## config.mk

```make
export PLATFORM = sky130hd
export DESIGN_NAME = fp64_mul_wb_merge
export DESIGN_NICKNAME = d
export VERILOG_FILES = /design/src/rtl/wbm_pkg.sv /design/src/rtl/wbm_round_pick.sv /design/src/rtl/wbm_low_lane.sv /design/src/rtl/wbm_upper_lanes.sv /design/src/rtl/fp64_mul_wb_merge.sv
export SDC_FILE = /design/constraint.sdc
export NUM_CORES = 1
export LEC_CHECK = 0
export BUFFER_PORTS_ARGS = -buffer_cell sky130_fd_sc_hd__buf_2
export CORE_AREA = 2 2 639 641
export CTS_BUF_LIST = sky130_fd_sc_hd__clkbuf_16
export CTS_CLUSTER_SIZE = 40
export DETAILED_ROUTE_END_ITERATION = 8
export DIE_AREA = 0 0 641 643
export GPL_TIMING_DRIVEN = 0
export PLACE_DENSITY_LB_ADDON = 0.2
export SLEW_MARGIN = 20
export SYNTH_ARGS = -nofsm -noshare
export SYNTH_HDL_FRONTEND = slang
export SYNTH_HIERARCHICAL = 1
export SYNTH_SLANG_ARGS = --single-unit
export TNS_END_PERCENT = 5
```

## constraint.sdc

```tcl
create_clock -name clk -period 1.7 [get_ports clk]
set_clock_uncertainty 0.1 [all_clocks]
set_input_delay 0.085 -clock clk [delete_from_list [all_inputs] [get_ports clk]]
set_output_delay 0.085 -clock clk [all_outputs]
set_load 0.03 [all_outputs]
```

## src/rtl/wbm_pkg.sv

```systemverilog
package wbm_pkg;

  typedef enum logic [1:0] {
    FORM_LEGACY = 2'b00,
    FORM_VEX    = 2'b01,
    FORM_EVEX   = 2'b10,
    FORM_RSVD   = 2'b11
  } form_e;

  localparam int LANE_W = 64;
  localparam int FLAG_W = 5;

  // exception flag positions
  localparam int FLG_INVALID   = 0;
  localparam int FLG_DENORMAL  = 1;
  localparam int FLG_OVERFLOW  = 2;
  localparam int FLG_UNDERFLOW = 3;
  localparam int FLG_PRECISION = 4;

  typedef logic [1:0] rmode_t;
  localparam rmode_t RM_NEAR_EVEN = 2'b00;
  localparam rmode_t RM_DOWN      = 2'b01;
  localparam rmode_t RM_UP        = 2'b10;
  localparam rmode_t RM_TRUNC     = 2'b11;

endpackage

```

## src/rtl/wbm_round_pick.sv

```systemverilog
module wbm_round_pick
  import wbm_pkg::*;
(
  input  form_e  form,
  input  logic   embed_en,
  input  logic   src2_reg,
  input  rmode_t embed_rc,
  input  rmode_t global_rc,
  output rmode_t rm
);

  logic use_embed;

  always_comb begin
    use_embed = (form == FORM_EVEX) && embed_en && src2_reg;
    rm        = use_embed ? embed_rc : global_rc;
  end

endmodule

```

## src/rtl/wbm_low_lane.sv

```systemverilog
module wbm_low_lane
  import wbm_pkg::*;
(
  input  form_e              form,
  input  logic               mask_en,
  input  logic               mask_b0,
  input  logic               zero_mode,
  input  logic [LANE_W-1:0]  old_low,
  input  logic [LANE_W-1:0]  prod,
  input  logic [FLAG_W-1:0]  prod_flags,
  output logic [LANE_W-1:0]  low_out,
  output logic [FLAG_W-1:0]  flags_out
);

  logic lane_write;

  always_comb begin
    // only the EVEX form honours a writemask
    lane_write = (form != FORM_EVEX) || !mask_en || mask_b0;
    if (lane_write)
      low_out = prod;
    else if (zero_mode)
      low_out = '0;
    else
      low_out = old_low;
    flags_out = lane_write ? prod_flags : '0;
  end

endmodule

```

## src/rtl/wbm_upper_lanes.sv

```systemverilog
module wbm_upper_lanes
  import wbm_pkg::*;
#(
  parameter int VLEN = 512
)(
  input  form_e             form,
  input  logic [VLEN-1:0]   old_dest,
  input  logic [VLEN-1:0]   src1,
  output logic [VLEN-1:LANE_W] upper_out
);

  localparam int LANES = VLEN / LANE_W;

  logic keep_old;
  assign keep_old = (form == FORM_LEGACY);

  // lane 1 comes from the first source in the newer forms
  assign upper_out[2*LANE_W-1:LANE_W] = keep_old ? old_dest[2*LANE_W-1:LANE_W]
                                                 : src1[2*LANE_W-1:LANE_W];

  // lanes 2 and up are either preserved or cleared
  for (genvar g = 2; g < LANES; g++) begin : g_hi_lane
    assign upper_out[g*LANE_W +: LANE_W] = keep_old ? old_dest[g*LANE_W +: LANE_W]
                                                    : '0;
  end

endmodule

```

## src/rtl/fp64_mul_wb_merge.sv

```systemverilog
module fp64_mul_wb_merge
  import wbm_pkg::*;
#(
  parameter int VLEN = 512
)(
  input  logic              clk,
  input  logic              rst,
  input  logic              in_valid,
  input  logic [1:0]        enc_form,
  input  logic              vex_len_bit,
  input  logic              mask_en,
  input  logic              mask_bit0,
  input  logic              zero_mask,
  input  logic              embed_round_en,
  input  logic              src2_is_reg,
  input  logic [1:0]        embed_rc,
  input  logic [1:0]        global_rc,
  input  logic [VLEN-1:0]   old_dest,
  input  logic [VLEN-1:0]   src1,
  input  logic [63:0]       prod,
  input  logic [4:0]        prod_flags,
  output logic [1:0]        rm_out,
  output logic              out_valid,
  output logic [VLEN-1:0]   out_dest,
  output logic [4:0]        out_flags,
  output logic              out_bad_enc
);

  localparam int LANES = VLEN / LANE_W;

  form_e form;
  assign form = form_e'(enc_form);

  // rounding mode to the multiplier
  wbm_round_pick u_round (
    .form      (form),
    .embed_en  (embed_round_en),
    .src2_reg  (src2_is_reg),
    .embed_rc  (embed_rc),
    .global_rc (global_rc),
    .rm        (rm_out)
  );


  rm_global_chk: assert property (@(posedge clk) disable iff (rst)
    (enc_form != 2'b10) |-> (rm_out == global_rc))
    else $error("rounding override leaked outside EVEX form");

  logic [LANE_W-1:0] low_val;
  logic [FLAG_W-1:0] low_flags;

  wbm_low_lane u_low (
    .form       (form),
    .mask_en    (mask_en),
    .mask_b0    (mask_bit0),
    .zero_mode  (zero_mask),
    .old_low    (old_dest[LANE_W-1:0]),
    .prod       (prod),
    .prod_flags (prod_flags),
    .low_out    (low_val),
    .flags_out  (low_flags)
  );

  logic [VLEN-1:LANE_W] upper_val;

  wbm_upper_lanes #(.VLEN(VLEN)) u_upper (
    .form      (form),
    .old_dest  (old_dest),
    .src1      (src1),
    .upper_out (upper_val)
  );

  logic            bad_enc;
  logic [VLEN-1:0] next_dest;
  logic [4:0]      next_flags;

  always_comb begin
    bad_enc    = (form == FORM_RSVD) || ((form == FORM_VEX) && vex_len_bit);
    next_dest  = bad_enc ? old_dest : {upper_val, low_val};
    next_flags = bad_enc ? '0 : low_flags;
  end

  always_ff @(posedge clk) begin
    if (rst) begin
      out_valid   <= 1'b0;
      out_dest    <= '0;
      out_flags   <= '0;
      out_bad_enc <= 1'b0;
    end else begin
      out_valid <= in_valid;
      if (in_valid) begin
        out_dest    <= next_dest;
        out_flags   <= next_flags;
        out_bad_enc <= bad_enc;
      end
    end
  end


  valid_follow_chk: assert property (@(posedge clk) disable iff (rst)
    in_valid |=> out_valid) else $error("valid not propagated");


  valid_drop_chk: assert property (@(posedge clk) disable iff (rst)
    !in_valid |=> !out_valid) else $error("spurious valid");


  hold_dest_chk: assert property (@(posedge clk) disable iff (rst)
    !in_valid |=> $stable(out_dest)) else $error("destination changed while idle");


  bad_vex_len_chk: assert property (@(posedge clk) disable iff (rst)
    (in_valid && enc_form == 2'b01 && vex_len_bit) |=> (out_bad_enc && out_flags == '0))
    else $error("VEX length bit not refused");


  masked_flags_chk: assert property (@(posedge clk) disable iff (rst)
    (in_valid && enc_form == 2'b10 && mask_en && !mask_bit0) |=> (out_flags == '0))
    else $error("flags reported for masked lane");


  zero_low_chk: assert property (@(posedge clk) disable iff (rst)
    (in_valid && enc_form == 2'b10 && mask_en && !mask_bit0 && zero_mask)
      |=> (out_dest[LANE_W-1:0] == '0))
    else $error("zeroing mask left low lane nonzero");


  legacy_upper_chk: assert property (@(posedge clk) disable iff (rst)
    (in_valid && enc_form == 2'b00) |=> (out_dest[VLEN-1:LANE_W] == $past(old_dest[VLEN-1:LANE_W])))
    else $error("legacy upper lanes not preserved");

  if (LANES > 2) begin : g_clear_chk

    upper_clear_chk: assert property (@(posedge clk) disable iff (rst)
      (in_valid && (enc_form == 2'b10 || (enc_form == 2'b01 && !vex_len_bit)))
        |=> (out_dest[VLEN-1:2*LANE_W] == '0))
      else $error("upper lanes not cleared");
  end

endmodule

```

==> impl_metrics.tcl, run 1 <==
set metrics [dict create \
    core_um2 405000 \
    ys_seq_area_share_pct 38.7 \
    yosysWarnings 6 \
    avgSynthCellArea_um2 7.62 \
    end_kind "flop" \
    cts.clk_slew.worst_paths_ns 0.06 \
    grt_antenna_before_repair 118 \
    synthXorXnorAreaFrac_pct 0 \
    met1Wirelength_mm 95.8 \
    port_buffers 1177 \
    io_pins 1629 \
    initialDrtViolationCount 1989 \
    power_density_nw_per_um2 774 \
    area_growth_syn_to_layout_pct 100 \
    track_usage_pct 12.0 \
    cts_tree "yes" \
    fin_crit_sh_pct 97.4 \
    insertion_delay_ns 0.78 \
    wl_met3_mm 16.2 \
    relSlewSlack_pct 31.5 \
    setup_viol 0 \
    top_layer_used "met5" \
    firstDrtPassIters 7 \
    synth_largest_area_cell "dfxtp_1" \
    dieArea_um2 412000 \
    gr-total-overflow 0 \
    power_leakage_nw 21.2 \
    drcViolationCount 0 \
    cts_buffer_depth 4 \
    yosysMostFrequentCell "nand2_1" \
    drv_slew 0 \
    critPathKind "in2reg" \
    yosys_register_bits 519 \
    ys_types 27 \
    fp.dieW_um 641 \
    cp-start-kind "input pin" \
    start_util_pct 6.62 \
    routed_wl_mm 257 \
    fin_util_pct 13.3 \
    synth.area.top_cells "dfxtp_1 39%, a311oi_1 16%, nand2_1 14%" \
    rows 234 \
    synth_edf_count 0 \
    drive_above_1_share_pct 27.7 \
    cts_root_buf "clkbuf_16" \
    peakVddDrop_uv 607 \
    path_cells "buf_2 > and4bb_1 > buf_6 > buf_8 > mux2_2 > dlygate4sd3_1 > nand2_1 > a311oi_1" \
    synthMuxAreaShare_pct 5.59 \
    cpLargestDelayFamily "buffers and inverters" \
    grt_pass1_wl_mm 338 \
    fmax_mhz 604 \
    met2_wirelength_mm 134 \
    async_reset_ff_share_pct 0 \
    first_global_vias 37400 \
    worst-path-buf-inv 4 \
    vias_per_cell 3.19 \
    synth-simple-area-share_pct 32.5 \
    place_congestion 0.856 \
    wl_per_cell_um 22.4 \
    ys_dominant_reg_cell "dfxtp_1" \
    yosys-top-cells-count "1024 x nand2_1, 519 x dfxtp_1, 513 x nor2_1" \
    finalHoldViolations 0 \
    ant_nets 0 \
    finalCriticalPeriod_ns 1.66 \
    drv_cap 0 \
    die_h_um 643 \
    hold_path_class "in2reg" \
    grt_max_degree 11 \
    num_vias 36500 \
    cts_made_buffers 85 \
    worstMarginPinSlew_ns 1.03 \
    synthAdderAreaFrac_pct 0 \
    grt_setup_unrepaired "yes" \
    synth_top_family_by_area "simple AND/OR/NAND/NOR gates" \
    slowest_stage "dlygate4sd3_1" \
    path_max_fanout 10 \
    design_area_um2 53800 \
    fin_setup_tns_ns 0 \
    arrival_ns 2.18 \
    dpl-instance-area_um2 39600 \
    dpl.hpwl_mm 207 \
    status "finished, final reports clean" \
    synth_area_um2 26800 \
    nets 6998 \
    synth_compound_area_share_pct 17.1 \
    htree_levels 3 \
    syn-num-nets 4632 \
    netlist_instances 3524 \
    cp_data_required_time_ns 2.22 \
    synth_top_area_share_pct 38.7 \
    clock_sinks 519 \
    critPathMaxStageDelay_ns 0.62 \
]
[worst register-to-register path, cell delays in order (launching register included)]
cell and delay (ns):
dfxtp_1 0.33, nor2_1 0.04, a311oi_1 0.23, dlygate4sd3_1 0.59
[per-layer routing]
layer,global-route usage [%],up-vias
met1,12.8,17900
met5,0,-
li1,-,16900
met3,2.99,364
met2,22.6,1261
met4,4.04,42
[area by class of cell]
class                           instances  area, um^2
Fill cell                           47000      351000
Timing Repair Buffer                 2279       17400
Multi-Input combinational cell       2654       14800
Sequential cell                       519       10400
Tap cell                             5428        6790
Clock buffer                           85        2130
Buffer                                351        1710
Clock inverter                         58         302
Antenna cell                           65         163
[per-stage QoR]
stage               instances  hold WS [ns]  worst slack [ns]  power [mW]
floorplan                3524         0.148             0.335        18.3
global placement        10100         0.263             -2.45        22.9
detailed placement      10100         0.269             -1.63        23.0
CTS                     11400      0.000156           -0.0314        42.9
global route            11400        0.0521          -0.00980        43.7
finish                  11400        0.0453            0.0445        41.6
[sequential cells by signal, indices dropped and copies added, names as in the netlist]
name         count
out_dest       512
out_flags        5
out_bad_enc      1
out_valid        1
[report_power, final]
| part | internal, mW | switching, mW |
|---|---|---|
| combinational | 4.44 | 7.00 |
| clock | 9.14 | 7.45 |
| sequential | 13.0 | 0.548 |
[worst paths after layout]
| kind | start | cells after the start | slack [ns] | endpoint |
|---|---|---|---|---|
| setup / recovery | enc_form[1] | 8 | 0.04 | out_dest[63] |
| hold / removal | vex_len_bit | 5 | 0.05 | out_dest[511] |
| setup reg to reg | out_dest[0] | 3 | 0.36 | out_dest[0] |
| hold reg to reg | out_dest[356] | 2 | 0.38 | out_dest[356] |
[placed cells by master (no fill, tap or decap), types with 7 or more instances in the layout]
cell and n:
clkbuf_2 48, buf_2 1168, buf_6 32, buf_1 14
clkinv_1 16, a311oi_2 10, mux2_2 121, a311oi_1 502
nand2_1 1024, dfxtp_2 23, nor2b_1 58, buf_12 8
buf_4 112, and2b_1 12, clkbuf_1 142, and2_1 384
clkbuf_16 85, nor2_1 513, dfxtp_1 494, mux2_4 7
inv_1 26, dlygate4sd3_1 1096, diode_2 65
[kinds of logic (layout without fill, tap and decap cells)]
| group | count (synthesis) | after routing |
|---|---|---|
| AND/OR/NAND/NOR | 2004 | 2004 |
| AO/OA/AOI/OAI | 519 | 519 |
| flip-flops | 519 | 519 |
| buffers and inverters | 351 | 2773 |
| multiplexers | 131 | 131 |
| other | 0 | 65 |
[repair_timing]
action / in CTS / in global routing
resized for setup: 210 / 6
hold endpoints to repair: 517 / 0
pin swaps: 1 / 1
buffers inserted: 2 / 0
gates cloned: 0 / 0
hold buffers: 1096 / 0
endpoints found under the setup margin: 535 / 7
No activity file was read; power rests on OpenSTA's default activity.
==> run 2, diff against run 1 <==
CORE_AREA = 2 2 635 637   (was 2 2 639 641)
DIE_AREA = 0 0 637 639   (was 0 0 641 643)
GPL_TIMING_DRIVEN = not set   (was 0)
SYNTH_HIERARCHICAL = not set   (was 1)
==> run 2 against run 1 <==
  * The run now ends with negative setup slack left
  * Non-clock buffer count rose by 288
  * Die area decreased by 1.2%
  * Register-to-register slack got worse by 0.13 ns
  * Fmax fell by 10%
  * First-iteration DRC count decreased by 27%
  * Via count down 14%
  * Final cell count decreased by 6.9%
  * Utilization grew 0.062 points
  * Critical path type unchanged
  * Largest cell class unchanged
  * Highest routed layer unchanged
==> impl_metrics.tcl, run 2 <==
set metrics [dict create \
    status "complete, but fails checks" \
    violations "negative setup slack" \
    yosysWarnings 0 \
    critPathCapture "out_dest[451]" \
    insertion_delay_ns 0.80 \
    routed_wl_mm 201 \
    synthXorXnorAreaFrac_pct 0 \
    cp_data_required_time_ns 2.26 \
    initialDrtViolationCount 1453 \
    yosys-top-cells-count "519 x dfxtp_1, 390 x nand2b_1, 389 x a21oi_1, 389 x nand4_1, 183 x clkbuf_1" \
    p_sw_share_pct 31.6 \
    largest_reg_flops 512 \
    synth_compound_area_share_pct 18.5 \
    ys_types 26 \
    drive_above_1_share_pct 28.7 \
    mostFrequentLayoutCell "dlygate4sd3_1" \
    peakVddDrop_uv 630 \
    dieArea_um2 407000 \
    ant_nets 0 \
    path_max_fanout 31 \
    cts_tree "yes" \
    grt_setup_unrepaired "yes" \
    finalHoldViolations 0 \
    port_buffers 1180 \
    whs_ns 0.0752 \
    fin_crit_sh_pct 108 \
    largestRegisters "out_dest: 512 flops, out_flags: 5 flops" \
    reg2reg_slack_ns 0.23 \
    drcViolationCount 0 \
    dpl.hpwl_mm 156 \
    synthAdderAreaFrac_pct 0 \
    first_global_vias 32200 \
    syn-num-nets 3635 \
    worstMarginPinSlew_ns 1.01 \
    relSlewSlack_pct 32.8 \
    cts_buffer_depth 4 \
    ys_dominant_reg_cell "dfxtp_1" \
    htree_levels 3 \
    firstDrtPassIters 5 \
    clock_sinks 519 \
    rows 233 \
    io_pins 1629 \
    synth_top_area_share_pct 47.5 \
    end_kind "flop" \
    drv_cap 0 \
    num_vias 31400 \
    async_reset_ff_share_pct 0 \
    cts_made_buffers 82 \
    place_congestion 0.829 \
    synth_top_family_by_area "simple AND/OR/NAND/NOR gates" \
    synthMuxAreaShare_pct 0.149 \
    synth_area_um2 21900 \
    rr_endpoint "out_dest[118]" \
    vias_per_cell 2.95 \
    fin_setup_tns_ns -0.673 \
    reg2regPathDepth 3 \
    synth.area.top_cells "dfxtp_1 48%, nand2b_1 11%, nand4_1 11%" \
    finalCriticalPeriod_ns 1.84 \
    cts_root_buf "clkbuf_16" \
    r2r-start "out_dest[118]" \
    avgSynthCellArea_um2 8.66 \
    critPathKind "in2reg" \
    yosys_register_bits 519 \
    grt_max_degree 58 \
    start_util_pct 5.46 \
    arrival_ns 2.40 \
    final_cell_mix "1518 x dlygate4sd3_1, 1118 x buf_2, 513 x dfxtp_1" \
    regMostFlops "out_dest" \
    die_h_um 639 \
    p_switching_mw 12.6 \
    p_int_mw 27.2 \
    area_growth_syn_to_layout_pct 144 \
    hold_path_class "in2reg" \
    grt_antenna_before_repair 110 \
    fp.dieW_um 637 \
    crit_path_start "vex_len_bit" \
    cp-start-kind "input pin" \
    ys_seq_area_share_pct 47.5 \
    netlist_instances 2527 \
    synth_edf_count 0 \
    synth_largest_area_cell "dfxtp_1" \
    track_usage_pct 9.43 \
    power_density_nw_per_um2 745 \
    fmax_mhz 544 \
    gr-total-overflow 0 \
    fin_ws_ns -0.139 \
    nFillCells 46100 \
    drv_slew 0 \
    wl_per_cell_um 18.9 \
    setup_viol 15 \
    cts.clk_slew.worst_paths_ns 0.06 \
    finalPower_mw 39.8 \
    fin_util_pct 13.3 \
    clockPowerShare_pct 42.5 \
    core_um2 401000 \
    yosysMostFrequentCell "dfxtp_1" \
    combPwrFrac_pct 24.3 \
    power_leakage_nw 20.5 \
    grt_pass1_wl_mm 265 \
    synth-simple-area-share_pct 26.6 \
    p_seq_share_pct 33.3 \
    nets 6322 \
]
run 2: cell count changes in the layout (fill, tap and decap cells not counted), sizes merged, moves of 385 or more:
cell	before	now
dlygate4sd3	1096	1518
nand2b	5	390
a311oi	512	64
nand2	1024	0
nand4	0	389
nor2	514	65
run 2: metal layers:
| metal | wire (um) | global-route usage (%) |
|---|---|---|
| met1 | 69800 | 9.43 |
| met2 | 107000 | 17.9 |
| met3 | 15300 | 2.99 |
| met4 | 8480 | 3.80 |
| met5 | 261 | 0 |
run 2: repair_timing:
action / in CTS / in global routing
buffers inserted: 0 / 7
cloned: 0 / 1
hold buffers: 1529 / 1
gates resized for setup: 82 / 12
endpoints found under the setup margin: 61 / 34
pin swaps: 0 / 5
endpoints found under the hold margin: 519 / 1
run 2: power groups by stage:
stage	logic (mW)	clock network [mW]	registers [mW]
after floorplan	1.98	0	14.8
after global placement	6.66	0	13.5
after detailed placement	6.66	0	13.5
after CTS	9.78	17.9	13.2
after global routing	10.3	18.2	13.3
final	9.66	16.9	13.2
run 2: worst max-delay path, cell delays in order:
cell	delay, ns
buf_2	0.12
or3b_4	0.46
buf_12	0.18
nand4_1	0.19
dlygate4sd3_1	0.60
a21oi_1	0.07
dlygate4sd3_1	0.57
run 2: layout make-up:
| class | instances | area (um^2) | area share [%] |
|---|---|---|---|
| Antenna cell | 100 | 250 | 0.468 |
| Clock buffer | 83 | 2080 | 3.89 |
| Clock inverter | 54 | 413 | 0.772 |
| Multi-Input combinational cell | 1693 | 9930 | 18.6 |
| Sequential cell | 519 | 10400 | 19.4 |
| Tap cell | 5287 | 6620 | 12.4 |
| Timing Repair Buffer | 2918 | 23800 | 44.5 |
run 2: cells by family after synthesis:
kind of cell           after synthesis
muxes                                3
DFF                                519
AOI/OAI and AO/OA                  711
buffers and inverters              315
and+or+nand+nor                    979
run 2: worst min-delay path by stage:
stage,cells past startpoint,from,endpoint
5_1_grt,4,old_dest[103],out_dest[103]
3_5_place_dp,3,prod[27],out_dest[27]
2_1_floorplan,2,old_dest[365],out_dest[365]
4_1_cts,5,in_valid,out_dest[155]
3_3_place_gp,3,old_dest[312],out_dest[312]
6_report,6,mask_en,out_dest[4]
run 2: per-stage QoR:
step | worst slack [ns] | cells | cell area [um^2]
final | -0.139 | 10700 | 53500
after global routing | -0.0523 | 10600 | 53400
after CTS | 0.000579 | 10500 | 53100
after detailed placement | -0.185 | 8880 | 35000
after global placement | -0.168 | 8880 | 35000
after floorplan | 0.268 | 2527 | 21900
